<file path="src/rtl/mapper_pkg.sv">
package mapper_pkg;
  localparam int unsigned CPU_AW  = 16;
  localparam int unsigned PPU_AW  = 14;
  localparam int unsigned BANK_W  = 8;
  localparam int unsigned PAGE_W  = 12;
  localparam int unsigned SLOT_N  = 8;
  localparam int unsigned SLOT_W  = $clog2(SLOT_N);
  localparam logic [3:0]  REG_NIB = 4'h5;

  typedef enum logic {
    MIR_HORIZ = 1'b0,
    MIR_VERT  = 1'b1
  } mirror_e;
endpackage

</file>
<file path="src/rtl/bank_wr_decode.sv">
module bank_wr_decode
  import mapper_pkg::*;
#(
  parameter int unsigned SLOT_N_P = SLOT_N,
  localparam int unsigned SW = $clog2(SLOT_N_P)
) (
  input  logic          rst_ni,
  input  logic [3:0]    addr_hi_i,
  input  logic [SW-1:0] addr_lo_i,
  input  logic          wr_i,
  input  logic          cyc_i,
  output logic [SLOT_N_P-1:0] load_o
);
  logic hit;

  assign hit = wr_i & cyc_i & rst_ni & (addr_hi_i == REG_NIB);

  for (genvar s = 0; s < SLOT_N_P; s++) begin : g_sel
    assign load_o[s] = hit & (addr_lo_i == SW'(s));
  end
endmodule

</file>
<file path="src/rtl/bank_regfile.sv">
module bank_regfile
  import mapper_pkg::*;
#(
  parameter int unsigned SLOT_N_P = SLOT_N,
  parameter int unsigned BANK_W_P = BANK_W
) (
  input  logic                         clk_i,
  input  logic                         por_ni,
  input  logic [SLOT_N_P-1:0]          load_i,
  input  logic [BANK_W_P-1:0]          data_i,
  output logic [SLOT_N_P*BANK_W_P-1:0] bank_o
);
  for (genvar s = 0; s < SLOT_N_P; s++) begin : g_slot
    // only the top slot boots to the last page
    localparam logic [BANK_W_P-1:0] INIT = (s == SLOT_N_P - 1) ? '1 : '0;
    logic [BANK_W_P-1:0] q;

    always_ff @(posedge clk_i or negedge por_ni) begin
      if (!por_ni)        q <= INIT;
      else if (load_i[s]) q <= data_i;
    end

    assign bank_o[s*BANK_W_P +: BANK_W_P] = q;
  end
endmodule

</file>
<file path="src/rtl/prg_addr_map.sv">
module prg_addr_map
  import mapper_pkg::*;
#(
  parameter int unsigned SLOT_N_P = SLOT_N,
  parameter int unsigned BANK_W_P = BANK_W,
  parameter int unsigned PAGE_W_P = PAGE_W,
  localparam int unsigned SW = $clog2(SLOT_N_P)
) (
  input  logic [PAGE_W_P+SW:0]          cpu_addr_i,
  input  logic                          rd_i,
  input  logic [SLOT_N_P*BANK_W_P-1:0]  bank_i,
  output logic [BANK_W_P+PAGE_W_P-1:0]  prg_addr_o,
  output logic                          prg_ce_o
);
  logic [SW-1:0]       slot;
  logic [BANK_W_P-1:0] page;

  assign slot       = cpu_addr_i[PAGE_W_P +: SW];
  assign page       = bank_i[int'(slot)*BANK_W_P +: BANK_W_P];
  assign prg_addr_o = {page, cpu_addr_i[PAGE_W_P-1:0]};
  assign prg_ce_o   = rd_i & cpu_addr_i[PAGE_W_P+SW];
endmodule

</file>
<file path="src/rtl/ppu_map.sv">
module ppu_map
  import mapper_pkg::*;
#(
  parameter int unsigned PPU_AW_P = PPU_AW
) (
  input  logic [PPU_AW_P-1:0] ppu_addr_i,
  input  logic                mirror_vert_i,
  output logic [PPU_AW_P-2:0] chr_addr_o,
  output logic                chr_ce_o,
  output logic                ciram_a10_o
);
  mirror_e mode;

  assign mode       = mirror_e'(mirror_vert_i);
  assign chr_addr_o = ppu_addr_i[PPU_AW_P-2:0];
  assign chr_ce_o   = ~ppu_addr_i[PPU_AW_P-1];

  always_comb begin
    unique case (mode)
      MIR_VERT:  ciram_a10_o = ppu_addr_i[10];
      default:   ciram_a10_o = ppu_addr_i[11];
    endcase
  end
endmodule

</file>
<file path="src/rtl/prg_bank_mapper.sv">
module prg_bank_mapper
  import mapper_pkg::*;
#(
  parameter int unsigned SLOT_N_P = SLOT_N,
  parameter int unsigned BANK_W_P = BANK_W,
  localparam int unsigned SW   = $clog2(SLOT_N_P),
  localparam int unsigned PA_W = BANK_W_P + PAGE_W
) (
  input  logic                  clk_i,
  input  logic                  por_ni,
  input  logic                  rst_ni,
  input  logic [CPU_AW-1:0]     cpu_addr_i,
  input  logic [BANK_W_P-1:0]   cpu_data_i,
  input  logic                  cpu_wr_i,
  input  logic                  cpu_rd_i,
  input  logic                  cpu_cyc_i,
  input  logic                  mirror_vert_i,
  input  logic [PPU_AW-1:0]     ppu_addr_i,
  output logic [PA_W-1:0]       prg_addr_o,
  output logic                  prg_ce_o,
  output logic [PPU_AW-2:0]     chr_addr_o,
  output logic                  chr_ce_o,
  output logic                  ciram_a10_o
);
  logic [SLOT_N_P-1:0]          load;
  logic [SLOT_N_P*BANK_W_P-1:0] bank_flat;

  bank_wr_decode #(.SLOT_N_P(SLOT_N_P)) u_dec (
    .rst_ni    (rst_ni),
    .addr_hi_i (cpu_addr_i[CPU_AW-1 -: 4]),
    .addr_lo_i (cpu_addr_i[SW-1:0]),
    .wr_i      (cpu_wr_i),
    .cyc_i     (cpu_cyc_i),
    .load_o    (load)
  );

  bank_regfile #(.SLOT_N_P(SLOT_N_P), .BANK_W_P(BANK_W_P)) u_regs (
    .clk_i  (clk_i),
    .por_ni (por_ni),
    .load_i (load),
    .data_i (cpu_data_i),
    .bank_o (bank_flat)
  );

  prg_addr_map #(.SLOT_N_P(SLOT_N_P), .BANK_W_P(BANK_W_P), .PAGE_W_P(PAGE_W)) u_prg (
    .cpu_addr_i (cpu_addr_i[PAGE_W+SW:0]),
    .rd_i       (cpu_rd_i),
    .bank_i     (bank_flat),
    .prg_addr_o (prg_addr_o),
    .prg_ce_o   (prg_ce_o)
  );

  ppu_map #(.PPU_AW_P(PPU_AW)) u_ppu (
    .ppu_addr_i    (ppu_addr_i),
    .mirror_vert_i (mirror_vert_i),
    .chr_addr_o    (chr_addr_o),
    .chr_ce_o      (chr_ce_o),
    .ciram_a10_o   (ciram_a10_o)
  );
endmodule

</file>
<file path="config.mk">
export PLATFORM = sky130hd
export DESIGN_NAME = prg_bank_mapper
export DESIGN_NICKNAME = d
export VERILOG_FILES = /design/src/rtl/mapper_pkg.sv /design/src/rtl/bank_wr_decode.sv /design/src/rtl/bank_regfile.sv /design/src/rtl/prg_addr_map.sv /design/src/rtl/ppu_map.sv /design/src/rtl/prg_bank_mapper.sv
export SDC_FILE = /design/constraint.sdc
export NUM_CORES = 1
export LEC_CHECK = 0
export ABC_CLOCK_PERIOD_IN_PS = 4800
export BUFFER_PORTS_ARGS = -buffer_cell sky130_fd_sc_hd__buf_2
export CORE_ASPECT_RATIO = 0.7
export CORE_MARGIN = 2
export CORE_UTILIZATION = 48
export DETAILED_ROUTE_END_ITERATION = 7
export PLACE_DENSITY = 0.72
export REMOVE_ABC_BUFFERS = 1
export SETUP_SLACK_MARGIN = 0.05
export SLEW_MARGIN = 10
export SYNTH_ARGS = -nofsm -noshare
export SYNTH_HDL_FRONTEND = slang
export SYNTH_HIERARCHICAL = 1
export SYNTH_SLANG_ARGS = --single-unit
</file>
<file path="constraint.sdc">
create_clock -name clk_i -period 4.8 [get_ports clk_i]
set_input_delay 0.96 -clock clk_i [delete_from_list [all_inputs] [get_ports clk_i]]
set_output_delay 0.96 -clock clk_i [all_outputs]
set_load 0.02 [all_outputs]
</file>
==> summary.txt, run 1 <==
Timing
  – Final setup vio count: 0
  – Min Tclk post-route: 3450 ps
  – Relative slew slack: 0.183
  – Hold Fails Final Rpt: 0
  – Post-route setup TNS: 0 ps
  – Slew Viols, Final: 0
  – RSZ-0062 raised after global routing: false
  – PnR worst setup slack: 1350 ps
  – Tightest Pin Transition: 1220 ps
  – Fmax: 290 MHz
  – Max Clock Skew: 0 ps
  – Tcrit/Tclk final: 0.718

Logic synthesis
  – Post-synthesis cell area: 0.00353 mm^2
  – Synth area leaders: dfrtp_1, mux2_4, mux4_1, dfstp_2, buf_4
  – Synth area leader: dfrtp_1
  – Top-count cell post-synth: mux2_4
  – Ys Warns: 6
  – EDFF count, synth: 0
  – Synthesized netlist cell count: 207
  – Post-synth top area share: 0.397
  – Synth cell count leaders: mux2_4, dfrtp_1, buf_4
  – Synth Flop Type: dfrtp_1
  – Seq/Total Area, Yosys: 0.457
  – Post-synthesis register bit count: 64
  – Distinct cells, synth: 21
  – Asr flop ratio synth: 1.00
  – Synth Area per Inst: 17.0 um^2

Cells and area
  – Biggest register: u_regs/g_slot.q
  – Max reg flops: 64
  – ANT cells: 0
  – Final instance area: 0.00380 mm^2
  – Synth-to-layout area growth: 7.73%
  – Final #Nets: 268
  – Fin util: 0.526
  – Share of cells above drive strength 1: 0.658
  – Leading registers by flop count: u_regs/g_slot.q x64

Clocking
  – CTS tree: done
  – Clock root buffer master: clkbuf_8
  – Max H-tree Level: 3
  – Worst skew pair latency: 350 ps
  – CTS buffer count: 9
  – Clock sinks: 64
  – Post-cts resize count: 0
  – Max clock buf depth: 2
  – Reg clk slew, reported paths: 70 ps
  – Post-CTS Setup Bufs: 0
  – Hold buffers post-CTS: 0

Drt
  – Iter 0 DRT Violations: 96
  – Post-route DRC violation count: 0
  – First-pass DRT Iterations: 4
  – Final antenna-violating net count: 0
  – Vias per cell: 5.49
  – Final Routed Wirelength: 7.10 mm
  – Vias: 1791
  – Routed len/inst: 21.8 um

Critical path
  – Worst Setup Path Type: input port to output port
  – Worst Path Max Fanout: 17
  – Worst EP required: 3840 ps
  – Crit end category: output port
  – CP arrival: 2490 ps
  – Startpoint Class: input port
  – Critical-path top delay cell: mux4_1
  – Cell mode on critical path: buf_2
  – Cells along the critical path: buf_2, mux4_1, mux2_2, buf_2
  – Worst path max stage delay: 630 ps

Power
  – Sequential group share of total power: 0.495
  – Comb pwr share: 0.085
  – Sw Pwr: 0.000269 W
  – VDD IR max: 0.183 mV
  – Switching Share: 0.236
  – Pint: 0.000868 W
  – Leakage: 1.85 nW
  – Pwr dens: 299 mW/mm^2
  – Clk pwr share: 0.420

Place
  – Worst slack, placed: 1340 ps
  – DP HPWL: 4.36 mm
  – # port buffers: 40
  – Area after DPL: 0.00359 mm^2
  – Placer congestion estimate: 0.699

Die
  – Row Count: 26
  – CORE AREA: 0.00722 mm^2
  – Die Area: 0.00806 mm^2
  – # IOs: 81
  – Die width: 106 um
  – Chip height: 75.7 um
  – Starting Density: 0.489

Global routing
  – Largest net degree at the start of global routing: 65
  – Grt ovf: 0
  – GRT Total Usage: 0.194
  – First-pass GRT wire length: 10.9 mm
  – Initial antenna violation count: 0
  – Vias in the first global route: 1817

Job
  – Max_cap viols: 0

Worst hold path
  – Hold crit path type: flop to flop

Outcome
  – Status: finished clean
==> cell families after synthesis <==
family | after synthesis | synth area share
mux | 89 | 0.420
buf+inv | 39 | 0.0922
flops | 64 | 0.457
simple gates | 15 | 0.0308
==> cells in the final DEF (no fill, tap or decap), drive strengths merged <==
cell      synthesis  final
nand2             1      1
dfstp             8      8
nor3              6      6
mux4             16     16
clkinv            0      2
bufinv            0      1
clkinvlp          0      2
nand2b            2      2
dfrtp            56     56
nand4b            2      2
nor4              2      2
and2              1      1
clkbuf            1     11
inv               1      1
mux2             73     73
nand4bb           1      1
buf              37     43
==> power groups by stage <==
stage / Clock (W) / Combinational (W) / Sequential (W)
2_1_floorplan: 0 / 0.0000461 / 0.000570
3_3_place_gp: 0 / 0.0000954 / 0.000572
3_5_place_dp: 0 / 0.0000975 / 0.000573
4_1_cts: 0.000492 / 0.0000981 / 0.000563
5_1_grt: 0.000518 / 0.000105 / 0.000564
6_report: 0.000477 / 0.0000971 / 0.000563
==> worst max-delay path, delay by kind of cell <==
kind | cells | cell delay [ps]
buffers and inverters | 2 | 600
muxes | 2 | 920
==> path summary, 6_finish.rpt <==
kind	cells after the start	slack, ps	from	to
worst max-delay path	4	1350	cpu_addr_i[12]	prg_addr_o[16]
worst min-delay path	1	500	u_regs/g_slot[1].q[6]$_DFFE_PN0P_	u_regs/g_slot[1].q[6]$_DFFE_PN0P_
worst max register to register	1	4020	u_regs/g_slot[6].q[5]$_DFFE_PN0P_	u_regs/g_slot[6].q[5]$_DFFE_PN0P_
worst min register to register	1	500	u_regs/g_slot[1].q[6]$_DFFE_PN0P_	u_regs/g_slot[1].q[6]$_DFFE_PN0P_
max in group asynchronous	2	3470	por_ni	u_regs/g_slot[0].q[3]$_DFFE_PN0P_
min in group asynchronous	2	770	por_ni	u_regs/g_slot[6].q[0]$_DFFE_PN0P_
==> layout make-up <==
type                       instances  area, um^2
sequential                        64        1610
timing repair buffer              43         223
clock buffer                      11         151
clock inverter                     5        55.1
tap                               98         123
multi-input combinational        104        1630
inverter                           1        3.75
fill                             589        3420
==> per-stage QoR <==
| stage | power (W) | cells | hold slack [ps] |
|---|---|---|---|
| after floorplan | 0.000616 | 169 | 473 |
| after global placement | 0.000668 | 310 | 486 |
| after detailed placement | 0.000670 | 310 | 484 |
| after CTS | 0.00115 | 326 | 506 |
| after global routing | 0.00119 | 326 | 522 |
| final | 0.00114 | 326 | 504 |
==> per-layer routing <==
layer	up-vias	routed length (um)	track usage
met3	6	507	0.0890
met5	-	0	0
met1	939	3690	0.299
met4	0	74	0.0563
met2	66	2820	0.239
li1	780	-	-
Power figures use the tool's default switching activity.
==> inputs of run 2 (changes only) <==
--- a/config.mk
+++ b/config.mk
@@ -5,13 +5,13 @@
 export SDC_FILE = /design/constraint.sdc
 export NUM_CORES = 1
 export LEC_CHECK = 0
-export ABC_CLOCK_PERIOD_IN_PS = 4800
+export ABC_CLOCK_PERIOD_IN_PS = 3000
 export BUFFER_PORTS_ARGS = -buffer_cell sky130_fd_sc_hd__buf_2
 export CORE_ASPECT_RATIO = 0.7
 export CORE_MARGIN = 2
 export CORE_UTILIZATION = 48
 export DETAILED_ROUTE_END_ITERATION = 7
-export PLACE_DENSITY = 0.72
+export PLACE_DENSITY = 0.75
 export REMOVE_ABC_BUFFERS = 1
 export SETUP_SLACK_MARGIN = 0.05
 export SLEW_MARGIN = 10
==> constraint.sdc (replaced) <==
create_clock -name clk_i -period 3 [get_ports clk_i]
set_input_delay 0.6 -clock clk_i [delete_from_list [all_inputs] [get_ports clk_i]]
set_output_delay 0.6 -clock clk_i [all_outputs]
set_load 0.02 [all_outputs]
==> summary.txt, run 2 (synthesized netlist as in run 1, its figures left out) <==
Critical path
  – Worst Path Max Fanout: 17 (unchanged)
  – Cells along the critical path: buf_2, buf_12, mux4_1, mux2_2, buf_2
  – R2R Setup Slk: 2210 ps (-1810 ps)
  – Buf+Inv Stages, Crit Path: 3 (+1)
  – Crit path depth: 5 (+1)
  – Cell mode on critical path: buf_2
  – Worst flop-to-flop path endpoint: u_regs/g_slot[4].q[5]$_DFFE_PN0P_
  – R2R cell count: 1 (unchanged)
  – Critical-path top delay cell: mux4_1
  – Worst EP required: 2400 ps (-1440 ps)
  – Crit end category: output port
  – Startpoint Class: input port
  – Origin of the critical flop-to-flop path: u_regs/g_slot[4].q[5]$_DFFE_PN0P_
  – Worst path top cell family by delay: multiplexers
  – Worst path max stage delay: 590 ps (-40 ps)
  – CP arrival: 1910 ps (-580 ps)
  – Worst Setup Path Type: input port to output port

Drt
  – Vias: 1823 (+1.8%)
  – Final Routed Wirelength: 7.13 mm (+0.49%)
  – Routed len/inst: 20.9 um (-4.2%)
  – First-pass DRT Iterations: 4 (unchanged)
  – Post-route DRC violation count: 0 (unchanged)
  – Final antenna-violating net count: 0 (unchanged)
  – Iter 0 DRT Violations: 70 (-27%)
  – Vias per cell: 5.33 (-3.0%)

Die
  – Die Area: 0.00806 mm^2 (unchanged)
  – Starting Density: 0.489 (unchanged)
  – # IOs: 81 (unchanged)
  – Row Count: 26 (unchanged)
  – CORE AREA: 0.00722 mm^2 (unchanged)
  – Die width: 106 um (unchanged)
  – Chip height: 75.7 um (unchanged)

Place
  – Dpl cells: 326 (+5.2%)
  – DP HPWL: 4.92 mm (+13%)
  – Placer congestion estimate: 0.772 (+11%)
  – # port buffers: 40 (unchanged)

Timing
  – Slew Viols, Final: 0 (unchanged)
  – Relative slew slack: 0.500 (+0.317)
  – Hold Slack: 328 ps (-176 ps)
  – Hold Fails Final Rpt: 0 (unchanged)
  – Min Tclk post-route: 2510 ps
  – Tightest Pin Transition: 749 ps (-469 ps)
  – RSZ-0062 raised after global routing: false
  – Max Clock Skew: 0 ps (unchanged)
  – Post-route setup TNS: 0 ps (unchanged)
  – Tcrit/Tclk final: 0.836
  – Final setup vio count: 0 (unchanged)
  – Fmax: 399 MHz

Cells and area
  – Max reg flops: 64 (unchanged)
  – Fin util: 0.544 (+0.0175)
  – Share of cells above drive strength 1: 0.676 (+0.0183)
  – Synth-to-layout area growth: 11.3%
  – Leading cell type in the layout, fill and taps excluded: mux2_4
  – Biggest register: u_regs/g_slot.q
  – Most frequent cells in the layout: mux2_4, dfrtp_1, buf_2
  – Final #Nets: 284 (+6.0%)
  – Fillcell total: 588 (-0.17%)
  – ANT cells: 0 (unchanged)
  – Leading registers by flop count: u_regs/g_slot.q x64
  – Final non-filler cell total: 342 (+4.9%)

Power
  – Leakage: 1.94 nW (+4.7%)
  – VDD IR max: 0.210 mV (+14%)
  – Pwr dens: 451 mW/mm^2 (+51%)

Job
  – Max_cap viols: 0 (unchanged)

Clocking
  – Max clock buf depth: 2 (unchanged)
  – CTS buffer count: 9 (unchanged)
  – Clock root buffer master: clkbuf_8
  – Reg clk slew, reported paths: 70 ps (about the same)
  – Worst skew pair latency: 340 ps (about the same)
  – Hold buffers post-CTS: 0 (unchanged)
  – Post-CTS Setup Bufs: 0 (unchanged)
  – Max H-tree Level: 3 (unchanged)
  – Clock sinks: 64 (unchanged)
  – Post-cts resize count: 0 (unchanged)
  – CTS tree: done

Outcome
  – Status: finished clean

Worst hold path
  – Hold crit path type: input port to asynchronous set/reset pin

Global routing
  – GRT Total Usage: 0.193 (-0.00113)
  – Grt ovf: 0 (unchanged)
  – Initial antenna violation count: 0 (unchanged)
  – Vias in the first global route: 2039 (+12%)
  – Largest net degree at the start of global routing: 34 (-48%)
  – First-pass GRT wire length: 11.2 mm (+2.8%)
-- run 2: changes by cell type in the layout (fill, tap and decap cells not counted) --
cell	change
clkinv_2	+1
clkbuf_1	+1
clkbuf_8	-2
buf_4	+14
buf_12	+2
-- run 2: worst max-delay path by stage --
stage,from,endpoint,slack (ps)
after floorplan,cpu_addr_i[15],u_regs/g_slot[0].q[0]$_DFFE_PN0P_,390
after global placement,cpu_addr_i[12],prg_addr_o[15],510
after detailed placement,cpu_addr_i[12],prg_addr_o[17],500
after CTS,cpu_addr_i[12],prg_addr_o[17],500
after global routing,cpu_addr_i[12],prg_addr_o[17],430
final,cpu_addr_i[12],prg_addr_o[17],490
-- run 2: routing by layer --
metal | track usage | wire length [um]
met5 | 0 | 0
met3 | 0.0633 | 403
met2 | 0.306 | 3330
met1 | 0.251 | 3270
met4 | 0.0794 | 132
-- run 2: area by class of cell --
class                   instances  area, um^2  area share
repair buffers                 59         368      0.0937
flip-flops and latches         64        1610       0.410
clock buffers                  10         128      0.0325
clock inverters                 6        60.1      0.0153
well taps                      98         123      0.0312
inverters                       1        3.75    0.000956
multi-input cells             104        1630       0.416
-- run 2: power by group --
group | total (W) | leakage [nW] | switching (W) | internal, W
combinational | 0.000161 | 0.986 | 0.0000813 | 0.0000794
sequential | 0.000901 | 0.860 | 0.0000124 | 0.000888
clock | 0.000708 | 0.0920 | 0.000329 | 0.000379
total | 0.00177 | 1.94 | 0.000423 | 0.00135
-- run 2: metrics by stage --
step | total power, W | area, um^2 | setup WS [ps]
finish | 0.00177 | 3930 | 493
global route | 0.00184 | 3930 | 431
CTS | 0.00179 | 3930 | 496
detailed placement | 0.00108 | 3740 | 500
global placement | 0.00107 | 3740 | 513
floorplan | 0.000985 | 3210 | 392
